`config.mk`:
```
export PLATFORM = sky130hd
export DESIGN_NAME = lbus_timing_bridge
export DESIGN_NICKNAME = d
export VERILOG_FILES = /design/src/rtl/lbt_pkg.sv /design/src/rtl/lbt_tap_sr.sv /design/src/rtl/lbt_strobe.sv /design/src/rtl/lbt_hold.sv /design/src/rtl/lbus_timing_bridge.sv
export SDC_FILE = /design/constraint.sdc
export NUM_CORES = 1
export LEC_CHECK = 0
export CAP_MARGIN = 20
export CORE_UTILIZATION = 35
export CTS_BUF_LIST = sky130_fd_sc_hd__clkbuf_8
export DETAILED_ROUTE_END_ITERATION = 12
export HOLD_SLACK_MARGIN = 0.06
export PLACE_DENSITY = 0.69
export SLEW_MARGIN = 10
export SYNTH_ARGS = -nofsm -noshare
export SYNTH_HDL_FRONTEND = slang
export SYNTH_HIERARCHICAL = 1
export SYNTH_SLANG_ARGS = --single-unit
export TNS_END_PERCENT = 20
```
`constraint.sdc`:
```
create_clock -name clk -period 3 [get_ports clk]
set_input_delay 0.6 -clock clk [delete_from_list [all_inputs] [get_ports clk]]
set_output_delay 0.6 -clock clk [all_outputs]
set_load 0.01 [all_outputs]
```
`src/rtl/lbt_pkg.sv`:
```
package lbt_pkg;
  // Write-side timing is fixed by tap positions of one shift register.
  localparam int WR_DEPTH   = 6;
  localparam int WR_STB_LO  = 1;
  localparam int WR_STB_HI  = 4;
  localparam int WR_ACK_TAP = WR_DEPTH - 1;

  typedef enum logic [1:0] {
    XFER_IDLE  = 2'd0,
    XFER_WRITE = 2'd1,
    XFER_READ  = 2'd2
  } xfer_e;
endpackage

```
`src/rtl/lbt_tap_sr.sv`:
```
module lbt_tap_sr #(
  parameter int DEPTH = 6
) (
  input  logic             clk,
  input  logic             rst_n,
  input  logic             din,
  output logic [DEPTH-1:0] taps
);
  always_ff @(posedge clk or negedge rst_n) begin
    if (!rst_n) taps <= '0;
    else        taps <= {taps[DEPTH-2:0], din};
  end
endmodule

```
`src/rtl/lbt_strobe.sv`:
```
module lbt_strobe #(
  parameter int DEPTH      = 6,
  parameter int LO         = 1,
  parameter int HI         = 4,
  parameter bit REGISTERED = 1'b0
) (
  input  logic             clk,
  input  logic             rst_n,
  input  logic [DEPTH-1:0] taps,
  output logic             strobe
);
  generate
    if (REGISTERED) begin : g_reg
      // Decode one stage early, then retime so the output is glitch-free.
      logic early;
      always_comb begin
        early = 1'b0;
        for (int i = 0; i < DEPTH; i++)
          if ((i + 1) >= LO && (i + 1) <= HI) early = early | taps[i];
      end
      always_ff @(posedge clk or negedge rst_n) begin
        if (!rst_n) strobe <= 1'b0;
        else        strobe <= early;
      end
    end else begin : g_comb
      logic unused_clk;
      assign unused_clk = clk ^ rst_n;
      always_comb begin
        strobe = 1'b0;
        for (int i = 0; i < DEPTH; i++)
          if (i >= LO && i <= HI) strobe = strobe | taps[i];
      end
    end
  endgenerate
endmodule

```
`src/rtl/lbt_hold.sv`:
```
module lbt_hold #(
  parameter int AW = 4,
  parameter int DW = 8
) (
  input  logic          clk,
  input  logic          rst_n,
  input  logic          load,
  input  logic [AW-1:0] host_addr,
  input  logic [DW-1:0] host_wdata,
  input  logic          host_cs,
  input  logic          grab,
  input  logic [DW-1:0] per_rdata,
  output logic [AW-1:0] addr_q,
  output logic [DW-1:0] wdata_q,
  output logic          cs_q,
  output logic [DW-1:0] rdata_q
);
  // Transfer attributes freeze on acceptance; they change only on the next one.
  always_ff @(posedge clk or negedge rst_n) begin
    if (!rst_n) begin
      addr_q  <= '0;
      wdata_q <= '0;
      cs_q    <= 1'b0;
    end else if (load) begin
      addr_q  <= host_addr;
      wdata_q <= host_wdata;
      cs_q    <= host_cs;
    end
  end

  // Read data sampled in the cycle before the read acknowledge.
  always_ff @(posedge clk or negedge rst_n) begin
    if (!rst_n)    rdata_q <= '0;
    else if (grab) rdata_q <= per_rdata;
  end
endmodule

```
`src/rtl/lbus_timing_bridge.sv`:
```
module lbus_timing_bridge
  import lbt_pkg::*;
#(
  parameter int AW         = 4,
  parameter int DW         = 8,
  parameter int RD_LEN     = 4,
  parameter bit REG_STROBE = 1'b0
) (
  input  logic          clk,
  input  logic          rst_n,
  input  logic          wr_req,
  input  logic          rd_req,
  input  logic [AW-1:0] host_addr,
  input  logic [DW-1:0] host_wdata,
  input  logic          host_cs,
  output logic          wr_ack,
  output logic          rd_ack,
  output logic [DW-1:0] rd_data,
  output logic          per_rst_n,
  output logic          per_cs,
  output logic          per_wr,
  output logic          per_rd,
  output logic [AW-1:0] per_addr,
  output logic [DW-1:0] per_wdata,
  input  logic [DW-1:0] per_rdata
);
  localparam int RD_ACK_TAP  = RD_LEN - 1;
  localparam int RD_GRAB_TAP = RD_LEN - 2;
  localparam int RD_STB_HI   = RD_LEN - 2;

  logic [WR_DEPTH-1:0] wr_taps;
  logic [RD_LEN-1:0]   rd_taps;
  logic                busy;
  xfer_e               pick;
  logic                cs_q;

  assign busy = (|wr_taps) | (|rd_taps);

  // Write wins a tie; anything arriving while busy is dropped.
  always_comb begin
    pick = XFER_IDLE;
    if (!busy) begin
      if (wr_req)      pick = XFER_WRITE;
      else if (rd_req) pick = XFER_READ;
    end
  end

  lbt_tap_sr #(.DEPTH(WR_DEPTH)) u_wr_sr (
    .clk  (clk),
    .rst_n(rst_n),
    .din  (pick == XFER_WRITE),
    .taps (wr_taps)
  );

  lbt_tap_sr #(.DEPTH(RD_LEN)) u_rd_sr (
    .clk  (clk),
    .rst_n(rst_n),
    .din  (pick == XFER_READ),
    .taps (rd_taps)
  );

  lbt_strobe #(
    .DEPTH(WR_DEPTH), .LO(WR_STB_LO), .HI(WR_STB_HI), .REGISTERED(REG_STROBE)
  ) u_wr_stb (
    .clk   (clk),
    .rst_n (rst_n),
    .taps  (wr_taps),
    .strobe(per_wr)
  );

  lbt_strobe #(
    .DEPTH(RD_LEN), .LO(1), .HI(RD_STB_HI), .REGISTERED(REG_STROBE)
  ) u_rd_stb (
    .clk   (clk),
    .rst_n (rst_n),
    .taps  (rd_taps),
    .strobe(per_rd)
  );

  lbt_hold #(.AW(AW), .DW(DW)) u_hold (
    .clk       (clk),
    .rst_n     (rst_n),
    .load      (pick != XFER_IDLE),
    .host_addr (host_addr),
    .host_wdata(host_wdata),
    .host_cs   (host_cs),
    .grab      (rd_taps[RD_GRAB_TAP]),
    .per_rdata (per_rdata),
    .addr_q    (per_addr),
    .wdata_q   (per_wdata),
    .cs_q      (cs_q),
    .rdata_q   (rd_data)
  );

  assign wr_ack    = wr_taps[WR_ACK_TAP];
  assign rd_ack    = rd_taps[RD_ACK_TAP];
  assign per_cs    = cs_q & busy;
  assign per_rst_n = rst_n;
endmodule

```
==> reports/results.tsv, run 1 <==
metric	value	unit
synth_warnings	6	
avgSynthCellArea	17.27	sq um
required	2.40	ns
met3_length	151	um
fin_crit	2.772	ns
netlist_instances	67	
tns	0	ns
clkTransAtPathRegs	0.06	ns
path_cells	or4_4 -> o31a_1 -> clkdlybuf4s50_1	
dp_hpwl	1645	um
wl_met2	1078	um
die_area	3541	sq um
cts_tree	done	
postPlaceCellArea	1710	sq um
crit_slowest_cell	or4_4	
hold_viol_final	0	
io_buffers	50	
clock_skew	0.002022	ns
max_stage_delay	0.61	ns
status	finished clean	
ys_ff_latch	31	
drc	0	
cap_viol_max_count	0	
finalWirelength	2283	um
p_per_area	1094	nW/um^2
grt_remaining_overflow	0	
grt_max_degree	32	
ir_worst_vdd	0.0004542	V
cts_resized	0	
rsz0062_at_grt	no	
power	1.961	mW
arrival	2.17	ns
worst_setup_path_start_kind	register	
place_congestion	0.7955	
hold_class	reg2reg	
first_global_vias	755	
drive_gt1_frac	0.2661	
fin_nets	148	
leakagePower	0.7904	nW
worst_skew_pair.late_latency	0.28	ns
final_area	1792	sq um
setup-violations-final	0	
wl_met1	974	um
first_pass_iters	3	
path_max_fanout	11	
final_cell_mix	50 x clkdlybuf4s50_1, 31 x dfrtp_1, 11 x mux2_2	
htreeDepth	2	
die_w	59.51	um
antenna_found_initial	0	
cts_setup_buffers	0	
fp-row-count	20	
cts_made_buffers	5	
synth.distinct_cells	15	
grt_pass1_wl	3532	um
fp.dieH	59.51	um
core_area	3103	sq um
timing_worst_slew_pin_value	0.3984	ns
ys_seq_area_frac	0.6703	
syn_nets	92	
critPathCaptureType	output port	
timing.fmax	360.8	MHz
clk_path_buf_depth	2	
viasPerCell	4.339	
clock_sinks	31	
track_usage	0.1491	
layout_commonest_cell	clkdlybuf4s50_1	
period_share	0.9239	
wl_per_cell	13.59	um
vias	729	
slew_headroom	0.7344	
ant_nets	0	
critPathKind	reg2out	
ctsHoldBuffers	0	
slew_viol_final	0	
top_level_ports	51	
maxUsedRoutingLayer	met4	
start_util	0.3730	
drt-initial-drc-count	10	
root_buffer	clkbuf_8	
area_growth_syn_to_layout	54.81	%
syn-cell-area	1157	sq um
antenna_cells	0	
## path summary, 6_finish.rpt
check                                           from  slack, ns                             to  depth (start not counted)
max in group asynchronous                      rst_n       1.98  u_hold/rdata_q[3]$_DFFE_PN0P_                          2
setup reg to reg           u_rd_sr/taps[2]$_DFF_PN0_       0.85   u_hold/addr_q[1]$_DFFE_PN0P_                          4
min in group asynchronous                      rst_n       0.74  u_hold/rdata_q[0]$_DFFE_PN0P_                          2
hold reg to reg            u_rd_sr/taps[0]$_DFF_PN0_       0.38      u_rd_sr/taps[1]$_DFF_PN0_                          0
setup / recovery           u_rd_sr/taps[2]$_DFF_PN0_       0.23                         per_cs                          3
hold / removal             u_rd_sr/taps[0]$_DFF_PN0_       0.38      u_rd_sr/taps[1]$_DFF_PN0_                          0
## state kept, by name (all words and copies together) (netlist names)
name	flops
u_hold/rdata_q	8
u_hold/wdata_q	8
u_wr_sr/taps	6
u_hold/addr_q	4
u_rd_sr/taps	4
u_hold/cs_q	1
## routing by layer
| metal | vias up | GRT usage |
|---|---|---|
| li1 | 346 | - |
| met1 | 342 | 0.1667 |
| met2 | 34 | 0.2279 |
| met3 | 7 | 0.04803 |
| met4 | 0 | 0.1296 |
| met5 | - | 0 |
## layout make-up
type	count	area (sq um)
Fill cell	284	1311
Sequential cell	31	775.7
Timing Repair Buffer	52	515.5
Multi-Input combinational cell	32	360.3
Clock buffer	5	68.82
Tap cell	44	55.05
Clock inverter	3	12.51
Inverter	1	3.754
## report_power, final
group | internal [mW] | switching (mW)
clock | 0.155 | 0.141
combinational | 0.628 | 0.321
sequential | 0.607 | 0.109
total | 1.39 | 0.571
## Yosys cell counts
| cell type | instances | share of area |
|---|---|---|
| dfrtp_1 | 31 | 0.67 |
| mux2_2 | 11 | 0.11 |
| mux2_4 | 10 | 0.13 |
| nor4_1 | 3 | 0.016 |
| or4_4 | 2 | 0.019 |
| buf_2 | 1 | 0.0043 |
| buf_4 | 1 | 0.0065 |
| buf_6 | 1 | 0.0097 |
| inv_1 | 1 | 0.0032 |
| nand2b_1 | 1 | 0.0054 |
| nor2_1 | 1 | 0.0032 |
| o31a_1 | 1 | 0.0076 |
| or2_1 | 1 | 0.0054 |
| or2_2 | 1 | 0.0054 |
| or4_1 | 1 | 0.0065 |
## worst max-delay path, delay by kind of cell, from the launching register on
family | cells | cell delay, ns
AOI/OAI and AO/OA | 1 | 0.29
buffers and inverters | 1 | 0.47
DFF | 1 | 0.52
and+or+nand+nor | 1 | 0.61
## per-stage QoR
stage            util  cells  hold slack, ns  setup WS, ns
6_report       0.5774    168          0.3754        0.2282
5_1_grt        0.5774    168          0.3923        0.1625
4_1_cts        0.5774    168          0.3775        0.2056
3_5_place_dp   0.5512    160          0.3640        0.5174
3_3_place_gp   0.5512    160          0.3534        0.5529
2_1_floorplan       -     67          0.3044        0.7801
## kinds of logic (layout without fill, tap and decap cells)
family / count (synthesis) / count (layout) / share of synthesized area
muxes: 21 / 21 / 0.2368
AOI/OAI and AO/OA: 1 / 1 / 0.007569
DFF: 31 / 31 / 0.6703
and+or+nand+nor: 10 / 10 / 0.06163
buffers and inverters: 4 / 61 / 0.02378
Power figures use the tool's default switching activity.
==> run 2: changes to the inputs <==
RECOVER_POWER = 100   (was unset)
==> reports/results.tsv, run 2 (synthesis results as in run 1) <==
metric	value	unit	change
status	finished, violations left		
violations	capacitance limit, slew limit		
grt_max_degree	32		unchanged
final_cell_mix	31 x dfrtp_1, 26 x dlygate4sd3_1, 24 x clkdlybuf4s50_1		
fin_crit	2.824	ns	+0.05258 ns
place_congestion	0.7955		unchanged
dp_hpwl	1645	um	unchanged
rsz0062_at_grt	no		
antenna_found_initial	0		unchanged
internal_power	1.236	mW	-11%
worst_setup_path_start_kind	register		
slew_viol_final	32		+32
cts_tree	done		
path_max_fanout	11		unchanged
fp.dieH	59.51	um	unchanged
switchingPower	0.5467	mW	-4.2%
p_comb_frac	0.437		-0.047
seq_power_share	0.396		+0.031
ant_nets	0		unchanged
clock_skew	0.002206	ns	+0.0001831 ns
vias	740		+1.5%
first_pass_iters	3		unchanged
grt_pass1_wl	3532	um	unchanged
tns	0	ns	unchanged
maxUsedRoutingLayer	met4		
drive_gt1_frac	0.1694		-0.09677
antenna_cells	0		unchanged
start_util	0.3730		unchanged
reg_top3	u_hold/rdata_q x8, u_hold/wdata_q x8, u_wr_sr/taps x6		
fp-row-count	20		unchanged
fin_nets	148		unchanged
slew_headroom	-0.06078		-0.7952
clkTransAtPathRegs	0.06	ns	about the same
drc	0		unchanged
clock_sinks	31		unchanged
first_global_vias	755		unchanged
area_growth_syn_to_layout	50.70	%	
met3_length	152	um	+0.66%
critPathKind	reg2out		
grt_remaining_overflow	0		unchanged
r2r_cells	4		unchanged
drt-initial-drc-count	8		-2
hold_class	reg2reg		
cts_resized	0		unchanged
finalWirelength	2278	um	-0.22%
timing_worst_slew_pin_value	1.591	ns	+1.193 ns
track_usage	0.1491		unchanged
critPathCaptureType	output port		
ir_worst_vdd	0.0003737	V	-18%
root_buffer	clkbuf_8		
wl_met2	1093	um	+1.4%
viasPerCell	4.405		+1.5%
die_w	59.51	um	unchanged
power	1.782	mW	-9.1%
swShare	0.3067		+0.01563
cts_setup_buffers	0		unchanged
cap_viol_max_count	1		+1
setup-violations-final	0		unchanged
p_per_area	1022	nW/um^2	-6.6%
fill_cells	298		+4.9%
arrival	2.22	ns	+0.05 ns
min_path_cells	0		unchanged
htreeDepth	2		unchanged
cts_made_buffers	5		unchanged
hold_viol_final	0		unchanged
clkPwrFrac	0.166		+0.015
clk_path_buf_depth	2		unchanged
wl_met1	951	um	-2.4%
top_level_ports	51		unchanged
worst_skew_pair.late_latency	0.28	ns	about the same
ctsHoldBuffers	0		unchanged
die_area	3541	sq um	unchanged
leakagePower	0.7730	nW	-2.2%
required	2.40	ns	about the same
wl_per_cell	13.56	um	-0.22%
timing.fmax	354.1	MHz	-1.9%
core_area	3103	sq um	unchanged
io_buffers	50		unchanged
period_share	0.9414		+0.01753
layout_commonest_cell	dfrtp_1		
==> run 2: cell types whose count changed in the layout (fill, tap and decap cells not counted), sizes merged <==
cell / delta
clkdlybuf4s50: -26
clkbuf: +2
dlygate4sd3: +26
buf: -2
==> run 2: power by group through the flow <==
stage                     clock (mW)  sequential, mW  combinational [mW]
after global routing           0.335           0.732               0.836
final                          0.296           0.707               0.780
after floorplan                    0           0.770               0.457
after global placement             0           0.717               0.939
after detailed placement           0           0.725               0.960
after CTS                      0.313           0.721               0.962
==> run 2: final cells by class <==
type	count	area [sq um]	area share
Multi-Input combinational cell	32	320.3	0.1836
Tap cell	44	55.05	0.03156
Clock inverter	3	12.51	0.007174
Inverter	1	3.754	0.002152
Sequential cell	31	775.7	0.4448
Clock buffer	5	68.82	0.03945
Timing Repair Buffer	52	508.0	0.2912
==> run 2: path summary, 6_finish.rpt <==
check | from | endpoint | slack [ns]
worst max register to register | u_rd_sr/taps[2]$_DFF_PN0_ | u_hold/addr_q[1]$_DFFE_PN0P_ | 0.38
worst min register to register | u_rd_sr/taps[0]$_DFF_PN0_ | u_rd_sr/taps[1]$_DFF_PN0_ | 0.37
worst max-delay path | u_rd_sr/taps[2]$_DFF_PN0_ | per_cs | 0.18
max in group asynchronous | rst_n | u_hold/rdata_q[3]$_DFFE_PN0P_ | 0.80
worst min-delay path | u_rd_sr/taps[0]$_DFF_PN0_ | u_rd_sr/taps[1]$_DFF_PN0_ | 0.37
min in group asynchronous | rst_n | u_hold/rdata_q[0]$_DFFE_PN0P_ | 1.28
==> run 2: worst max-delay path, cell delays in order, from the launching register on <==
cell and delay [ns]:
dfrtp_1 0.52, or4_1 0.65, o31a_1 0.31, clkdlybuf4s50_1 0.47
==> run 2: metal layers <==
layer	track usage	vias to the layer above
met5	0	-
met4	0.1296	0
met3	0.04803	7
met2	0.2279	36
met1	0.1667	346
li1	-	351
==> run 2: through the flow <==
stage,hold WS (ns),std cells,setup slack (ns),cell area [sq um],util
global placement,0.3534,160,0.5529,1710,0.5512
detailed placement,0.3640,160,0.5174,1710,0.5512
finish,0.3743,168,0.1757,1744,0.5621
global route,0.3923,168,0.09882,1744,0.5621
floorplan,0.3044,67,0.7801,1157,-
CTS,0.3775,168,0.2056,1792,0.5774
